### config.mk
export PLATFORM = sky130hd
export DESIGN_NAME = bpsk_ramp_osc
export DESIGN_NICKNAME = d
export VERILOG_FILES = /design/src/rtl/bpsk_ramp_osc.sv
export SDC_FILE = /design/constraint.sdc
export NUM_CORES = 1
export LEC_CHECK = 0
export BUFFER_PORTS_ARGS = -buffer_cell sky130_fd_sc_hd__buf_2
export CAP_MARGIN = 10
export CORE_ASPECT_RATIO = 0.7
export CORE_MARGIN = 10
export CORE_UTILIZATION = 53
export DETAILED_ROUTE_END_ITERATION = 6
export GPL_TIMING_DRIVEN = 0
export PLACE_DENSITY = 0.84
export SKIP_CTS_REPAIR_TIMING = 1
export SLEW_MARGIN = 40
export SYNTH_ARGS = -nofsm -noshare
export SYNTH_HDL_FRONTEND = slang
export SYNTH_SLANG_ARGS = --single-unit
### constraint.sdc
create_clock -name clk -period 3 [get_ports clk]
set_clock_uncertainty 0.15 [all_clocks]
set_input_delay 0.3 -clock clk [delete_from_list [all_inputs] [get_ports clk]]
set_output_delay 0.3 -clock clk [all_outputs]
set_load 0.01 [all_outputs]
### src/rtl/bpsk_ramp_osc.sv
module bpsk_ramp_osc #(
  parameter int ACC_W   = 48,
  parameter int PH_W    = 14,
  parameter int STEP_SH = 6,
  parameter int LEN_W   = 8
) (
  input  logic             clk,
  input  logic             rst,
  input  logic             sym_valid,
  input  logic             sym_bit,
  input  logic [ACC_W-1:0] ftw,
  input  logic [LEN_W-1:0] ramp_len,
  output logic [PH_W-1:0]  phase_out,
  output logic [PH_W-1:0]  offset_out,
  output logic             busy
);
  localparam logic [PH_W-1:0] HALF = PH_W'(1) << (PH_W - 1);
  localparam logic [PH_W-1:0] STEP = PH_W'(1) << STEP_SH;

  logic [ACC_W-1:0] ftw_q, acc_q;
  logic [PH_W-1:0]  off_q, off_nxt;
  logic [LEN_W-1:0] len_q, div_q;
  logic             busy_q, dir_q, cur_q, pend_v, pend_b;
  logic             req_v, req_b, start, step_now, land;

  assign req_v    = sym_valid | pend_v;
  assign req_b    = sym_valid ? sym_bit : pend_b;
  assign start    = !busy_q && req_v && (req_b != cur_q);
  assign step_now = busy_q && (div_q == len_q);
  assign off_nxt  = dir_q ? off_q + STEP : off_q - STEP;
  assign land     = off_nxt == (dir_q ? HALF : '0);

  assign phase_out  = acc_q[ACC_W-1 -: PH_W] + off_q;
  assign offset_out = off_q;
  assign busy       = busy_q;

  always_ff @(posedge clk) begin
    if (rst) begin
      ftw_q  <= '0;
      acc_q  <= '0;
      off_q  <= '0;
      len_q  <= '0;
      div_q  <= '0;
      busy_q <= 1'b0;
      dir_q  <= 1'b0;
      cur_q  <= 1'b0;
      pend_v <= 1'b0;
      pend_b <= 1'b0;
    end else begin
      ftw_q <= ftw;
      acc_q <= acc_q + ftw_q;

      if (!busy_q) pend_v <= 1'b0;
      else if (sym_valid) begin
        pend_v <= 1'b1;
        pend_b <= sym_bit;
      end

      if (start) begin
        busy_q <= 1'b1;
        dir_q  <= req_b;
        len_q  <= ramp_len;
        div_q  <= '0;
      end else if (step_now) begin
        off_q <= off_nxt;
        div_q <= '0;
        if (land) begin
          busy_q <= 1'b0;
          cur_q  <= dir_q;
        end
      end else if (busy_q) begin
        div_q <= div_q + 1'b1;
      end
    end
  end

  always_ff @(posedge clk)
    if (!rst) assert_offset_bounded_R4: assert (off_q <= HALF);

  assert_idle_offset_still_R7: assert property (@(posedge clk) disable iff (rst)
    !busy_q |=> $stable(off_q));

  assert_step_size_R4: assert property (@(posedge clk) disable iff (rst)
    busy_q |=> ($stable(off_q) || (off_q - $past(off_q)) == STEP || ($past(off_q) - off_q) == STEP));

  assert_rise_never_falls_R4: assert property (@(posedge clk) disable iff (rst)
    (busy_q && dir_q) |=> (off_q >= $past(off_q)));

  assert_fall_never_rises_R5: assert property (@(posedge clk) disable iff (rst)
    (busy_q && !dir_q) |=> (off_q <= $past(off_q)));

  assert_busy_ends_on_endpoint_R6: assert property (@(posedge clk) disable iff (rst)
    busy_q |=> (busy_q || off_q == '0 || off_q == HALF));
endmodule

======== After elaboration in Yosys (flattened, before gate mapping) ========
Index checks and enable logic that the tools add are counted.
cells by class
  eq/ne operators ......................... 3
  multiplexer cells ....................... 6
  bitwise logic cells ..................... 3
  add/sub/neg operators ................... 5
  reduce and logical (&&, ||, !) cells .... 11
operators with widths
  operator               number
  $add 48x48->48         1
  $mux 14                2
  $add 14x14->14         1
  $add 14x7->14 const B  1
  $eq 14x14->1           1
  $sub 14x7->14 const B  1
  $add 8x1->8 const B    1
  $eq 8x8->1             1
  $mux 1                 4
  $reduce_and 2->1       2
  $reduce_bool 2->1      2
  $logic_and 1x1->1      3
  $reduce_and 3->1       1
  $reduce_or 3->1        1
  $not 1->1              2
  $reduce_or 2->1        1
  $logic_not 1->1        1
  $ne 1x1->1             1
  $or 1x1->1             1
word-level totals
  register bits ........................... 131
  bits of input ports ..................... 60
  output and inout bits ................... 29

======== Depth between registers and ports, before layout ========
  word-level depth ........................ 6
  gate-level depth with buffers ........... 11
  depth with buffers taken out ............ 11

======== Worst setup path after synthesis ========
Ideal clock, no wire load.
  path type ............................... reg2reg
  start ................................... reg ftw_q[0]
  end ..................................... reg acc_q[38]
  data arrival time ....................... 2800 ps
  setup time .............................. 123 ps
  period minus slack after synthesis ...... 3074 ps
  required time ........................... 2727 ps
  cell stages (with the launch flop) ...... 12
  setup slack ............................. -74 ps
  buffers on the path ..................... 0
  path through ............................ dfxtp_1 -> ha_1 -> fa_1 -> a21oi_1 -> o211ai_2 -> a311oi_2 -> nor3_2 -> o31ai_2 -> a2111oi_2 -> or2_4 -> a31oi_1 -> mux2_1
between the ends
  cells in the longest elaborated chain, start to end .. 1
RTL lines
  element                 line  RTL
  start, declared         20    logic [ACC_W-1:0] ftw_q, acc_q;
  start signal, assigned  50    ftw_q <= ftw;
  $add 48x48->48          51    acc_q <= acc_q + ftw_q;
  end signal, assigned    51
  end, declared           20
No other way between the ends.
A chain may end at the register's enable or synchronous reset.

======== Worst setup path after layout ========
  start ................................... reg acc_q[0]
  end ..................................... reg acc_q[40]
between the ends
  cells in the longest elaborated chain, start to end .. 1
RTL lines
  element         line
  $add 48x48->48  51
No other way between the ends.

==> impl_metrics.py <==
metrics = {
    "synth": {
        "synthCells": 767,
        "synth-async-reset-ratio_pct": 0,
        "yosys-top-cells-area": "dfxtp_1 (36%), ha_1 (11%), nor2b_1 (5.2%)",
        "avgSynthCellArea_um2": 9.07,
        "ys_warn_count": 0,
        "netlist_area_um2": 6960,
        "synth_edf_count": 0,
        "synth_top_cell_by_area": "dfxtp_1",
        "synth_top_area_share_pct": 36.0,
        "synth.distinct_cells": 71,
        "seq_area_frac_synth_pct": 36.0,
        "synth_ff_type": "dfxtp_1",
        "synth-seq-cells": 125,
    },
    "placement": {
        "numPortBuffers": 81,
        "pre_cts_ws_ns": -0.347,
        "hpwlAfterDp_mm": 11.7,
        "place_congestion": 0.886,
        "dp_cells": 1015,
    },
    "cells_and_area": {
        "layout.nets": 1059,
        "drive_gt1_share_pct": 22.2,
        "register_area_um2": 2510,
        "fillers": 923,
        "stdcell_count": 1109,
        "antenna_cells": 0,
        "multi_input_area_um2": 4430,
        "area_growth_syn_to_layout_pct": 29.8,
    },
    "clock_tree": {
        "cts.reportedPaths.clkPinSlew_ns": 0.06,
        "cts_buffers": 17,
        "root_buffer": "clkbuf_16",
        "cts-htree-levels": 4,
        "clk_path_buf_depth": 2,
        "cts_tree": "done",
        "cts_sinks": 125,
        "insertion_delay_ns": 0.42,
    },
    "critical_path": {
        "critPathCaptureType": "register",
        "r2r_end": "acc_q[40]",
        "crit_family": "compound AO/OA/AOI/OAI gates",
        "path_class": "reg2reg",
        "worst-path-max-fanout": 4,
        "path_buf_inv": 0,
        "worstReg2RegStart": "acc_q[0]",
        "r2r_cells": 11,
        "reg2reg_setup_slack_ns": -0.1,
        "cp_slowest_cell": "fa_2",
        "start_kind": "register",
        "path_cells": "ha_4, fa_2, a21oi_4, o211ai_4, a311oi_4, nor3_4, o31ai_4, a2111oi_4, or2_4, a31oi_4, mux2_4",
        "arrival_ns": 3.26,
        "worstPathRequired_ns": 3.16,
        "slowest_delay_ns": 0.39,
    },
    "floorplanning": {
        "fp.dieW_um": 157,
        "initial_utilization_pct": 55.1,
        "die_area_um2": 18200,
        "die_h_um": 116,
        "coreArea_um2": 12600,
        "io_pins": 89,
        "rows": 34,
    },
    "min_path": {
        "worst_hold_path_type": "in2reg",
        "hold_path_startpoint": "ramp_len[1]",
        "min_to": "len_q[1]",
        "min_path_cells": 3,
    },
    "timing": {
        "slew_violations": 0,
        "fin_crit_ns": 3.10,
        "final-setup-viol-count": 4,
        "fin_crit_sh_pct": 103,
        "rsz0062_at_grt": "true",
        "maxSlewHeadroom_pct": 58.0,
        "whs_ns": -0.0317,
        "max_freq_mhz": 323,
        "max_slew.worst_pin.slew_ns": 0.630,
        "worst_slack_ns": -0.0990,
        "finalHoldViolCount": 6,
    },
    "pwr": {
        "p_switching_mw": 1.83,
        "seq_power_share_pct": 35.2,
        "clkPwrFrac_pct": 36.0,
        "leakagePower_nw": 4.17,
        "finalPower_mw": 5.50,
        "switching_share_pct": 33.2,
        "ir_drop_v": 0.000406,
        "internal_power_mw": 3.68,
        "combPwrFrac_pct": 28.8,
        "p_per_area_nw_per_um2": 609,
    },
    "detailed_routing": {
        "via_count": 6052,
        "drt_first_pass_iters": 6,
        "drtIter0Drc": 451,
        "vias_per_cell": 5.46,
        "drc": 0,
        "post_drt_wl_per_cell_um": 15.9,
        "ant_nets": 0,
        "drt_wl_total_mm": 17.7,
    },
    "global_routing": {
        "grt_pass1_wl_mm": 26.3,
        "grt_pass1_vias": 5414,
        "grt_max_degree": 17,
        "grt_use_total_pct": 17.7,
        "antenna_found_initial": 0,
        "gr-total-overflow": 0,
    },
    "status": {
        "status": "finished, violations left",
        "violations": "hold timing, setup timing",
    },
    "job": {
        "maxCapViolCount": 0,
    },
}
-- per-layer routing --
layer,part of all wire (%),track usage [%]
met5,0,0
met4,1.5,5.52
met3,6.3,3.96
met2,45,26.7
met1,47,24.5
-- flip-flops by register name (all words and copies together) (netlist names) --
signal and flops:
acc_q 48, busy 1, cur_q 1, dir_q 1, div_q 8, ftw_q 48
len_q 8, offset_out 8, pend_b 1, pend_v 1
-- worst reg2reg max path, cell delays in order (launching register included) --
cell,delay [ns]
dfxtp_2,0.33
ha_4,0.16
fa_2,0.39
a21oi_4,0.20
o211ai_4,0.11
a311oi_4,0.31
nor3_4,0.07
o31ai_4,0.29
a2111oi_4,0.13
or2_4,0.33
a31oi_4,0.20
mux2_4,0.31
-- metrics by stage --
stage                     setup TNS (ns)  utilization [%]  cell area [µm²]  hold slack, ns
after global routing              -0.659             71.5             9040       -0.000276
after detailed placement           -1.53             60.1             7590           0.336
after CTS                          -2.21             64.7             8170         -0.0735
final                             -0.315             71.5             9040         -0.0317
after floorplan                        0                -             6980           0.278
after global placement             -1.19             60.1             7590           0.321
-- placed cells by master, fill, tap and decap left out, types with 7 or more instances in the layout --
cell / count
nor3b_1: 7
dfxtp_1: 119
inv_1: 13
buf_4: 27
o21bai_1: 8
o21ai_0: 18
clkbuf_16: 17
ha_1: 56
xnor2_1: 38
a21o_1: 39
nor2_1: 87
clkbuf_1: 16
nor3_1: 7
nand2_1: 37
mux2i_1: 18
nand3_1: 16
and3_1: 7
nor2b_1: 58
buf_2: 82
nand4_1: 9
dlygate4sd3_1: 50
a21oi_1: 51
xor2_1: 29
-- cell usage after synthesis (2+ instances only) --
master and number:
dfxtp_1 125, nor2_1 87, ha_1 62, nor2b_1 58, a21oi_1 57, a21o_1 39, nand2_1 38, xnor2_1 38
xor2_1 29, o21ai_0 20, clkbuf_1 18, mux2i_1 18, nand3_1 16, inv_1 14, buf_4 13, nand4_1 9
nor3_1 8, o21bai_1 8, a31oi_1 7, and3_1 7, nor3b_1 7, o21a_1 7, a211oi_1 5, o31ai_1 5
buf_6 4, nor4_1 4, and2_1 3, fa_1 3, o211ai_1 3, or2_2 3, or3_1 3, a211o_1 2
a311oi_2 2, a31o_2 2, and3_2 2, and4_1 2, buf_2 2, clkbuf_8 2, mux2_1 2, o21ai_1 2
-- worst max path at each step --
stage                         from   endpoint  slack (ns)  depth (start not counted)
after global placement    ftw_q[0]  acc_q[40]       -0.30                         11
final                     acc_q[0]  acc_q[40]        -0.1                         11
after CTS                 ftw_q[0]  acc_q[40]       -0.43                         11
after global routing      acc_q[0]  acc_q[40]       -0.16                         11
after floorplan           ftw_q[0]  acc_q[38]       0.008                         11
after detailed placement  ftw_q[0]  acc_q[38]       -0.35                         11
-- power groups by stage --
stage | clock network, mW | registers [mW] | logic [mW]
detailed placement | 0 | 1.97 | 1.38
floorplan | 0 | 1.94 | 1.08
global placement | 0 | 1.96 | 1.35
global route | 2.08 | 1.96 | 1.74
CTS | 2.01 | 1.93 | 1.40
finish | 1.98 | 1.94 | 1.59
-- kinds of logic after synthesis --
kind of cell	after synthesis	synth area share (%)
AO/OA/AOI/OAI	174	16.9
XOR/XNOR	67	8.43
adder cells (fa/ha/maj)	65	12.0
buffers and inverters	55	4.44
flip-flops	125	36.0
other	1	0.0539
AND/OR/NAND/NOR	259	19.2
multiplexers	21	3.07
-- final cells by class --
| class | instances | share of cell area (%) |
|---|---|---|
| Clock inverter | 15 | 1.70 |
| Inverter | 14 | 0.582 |
| Clock buffer | 17 | 4.71 |
| Timing Repair Buffer | 145 | 11.2 |
| Tap cell | 162 | 2.24 |
| Sequential cell | 125 | 27.8 |
| Buffer | 39 | 2.78 |
| Multi-Input combinational cell | 592 | 49.0 |
Note: power is estimated with default switching activity, not from simulation.
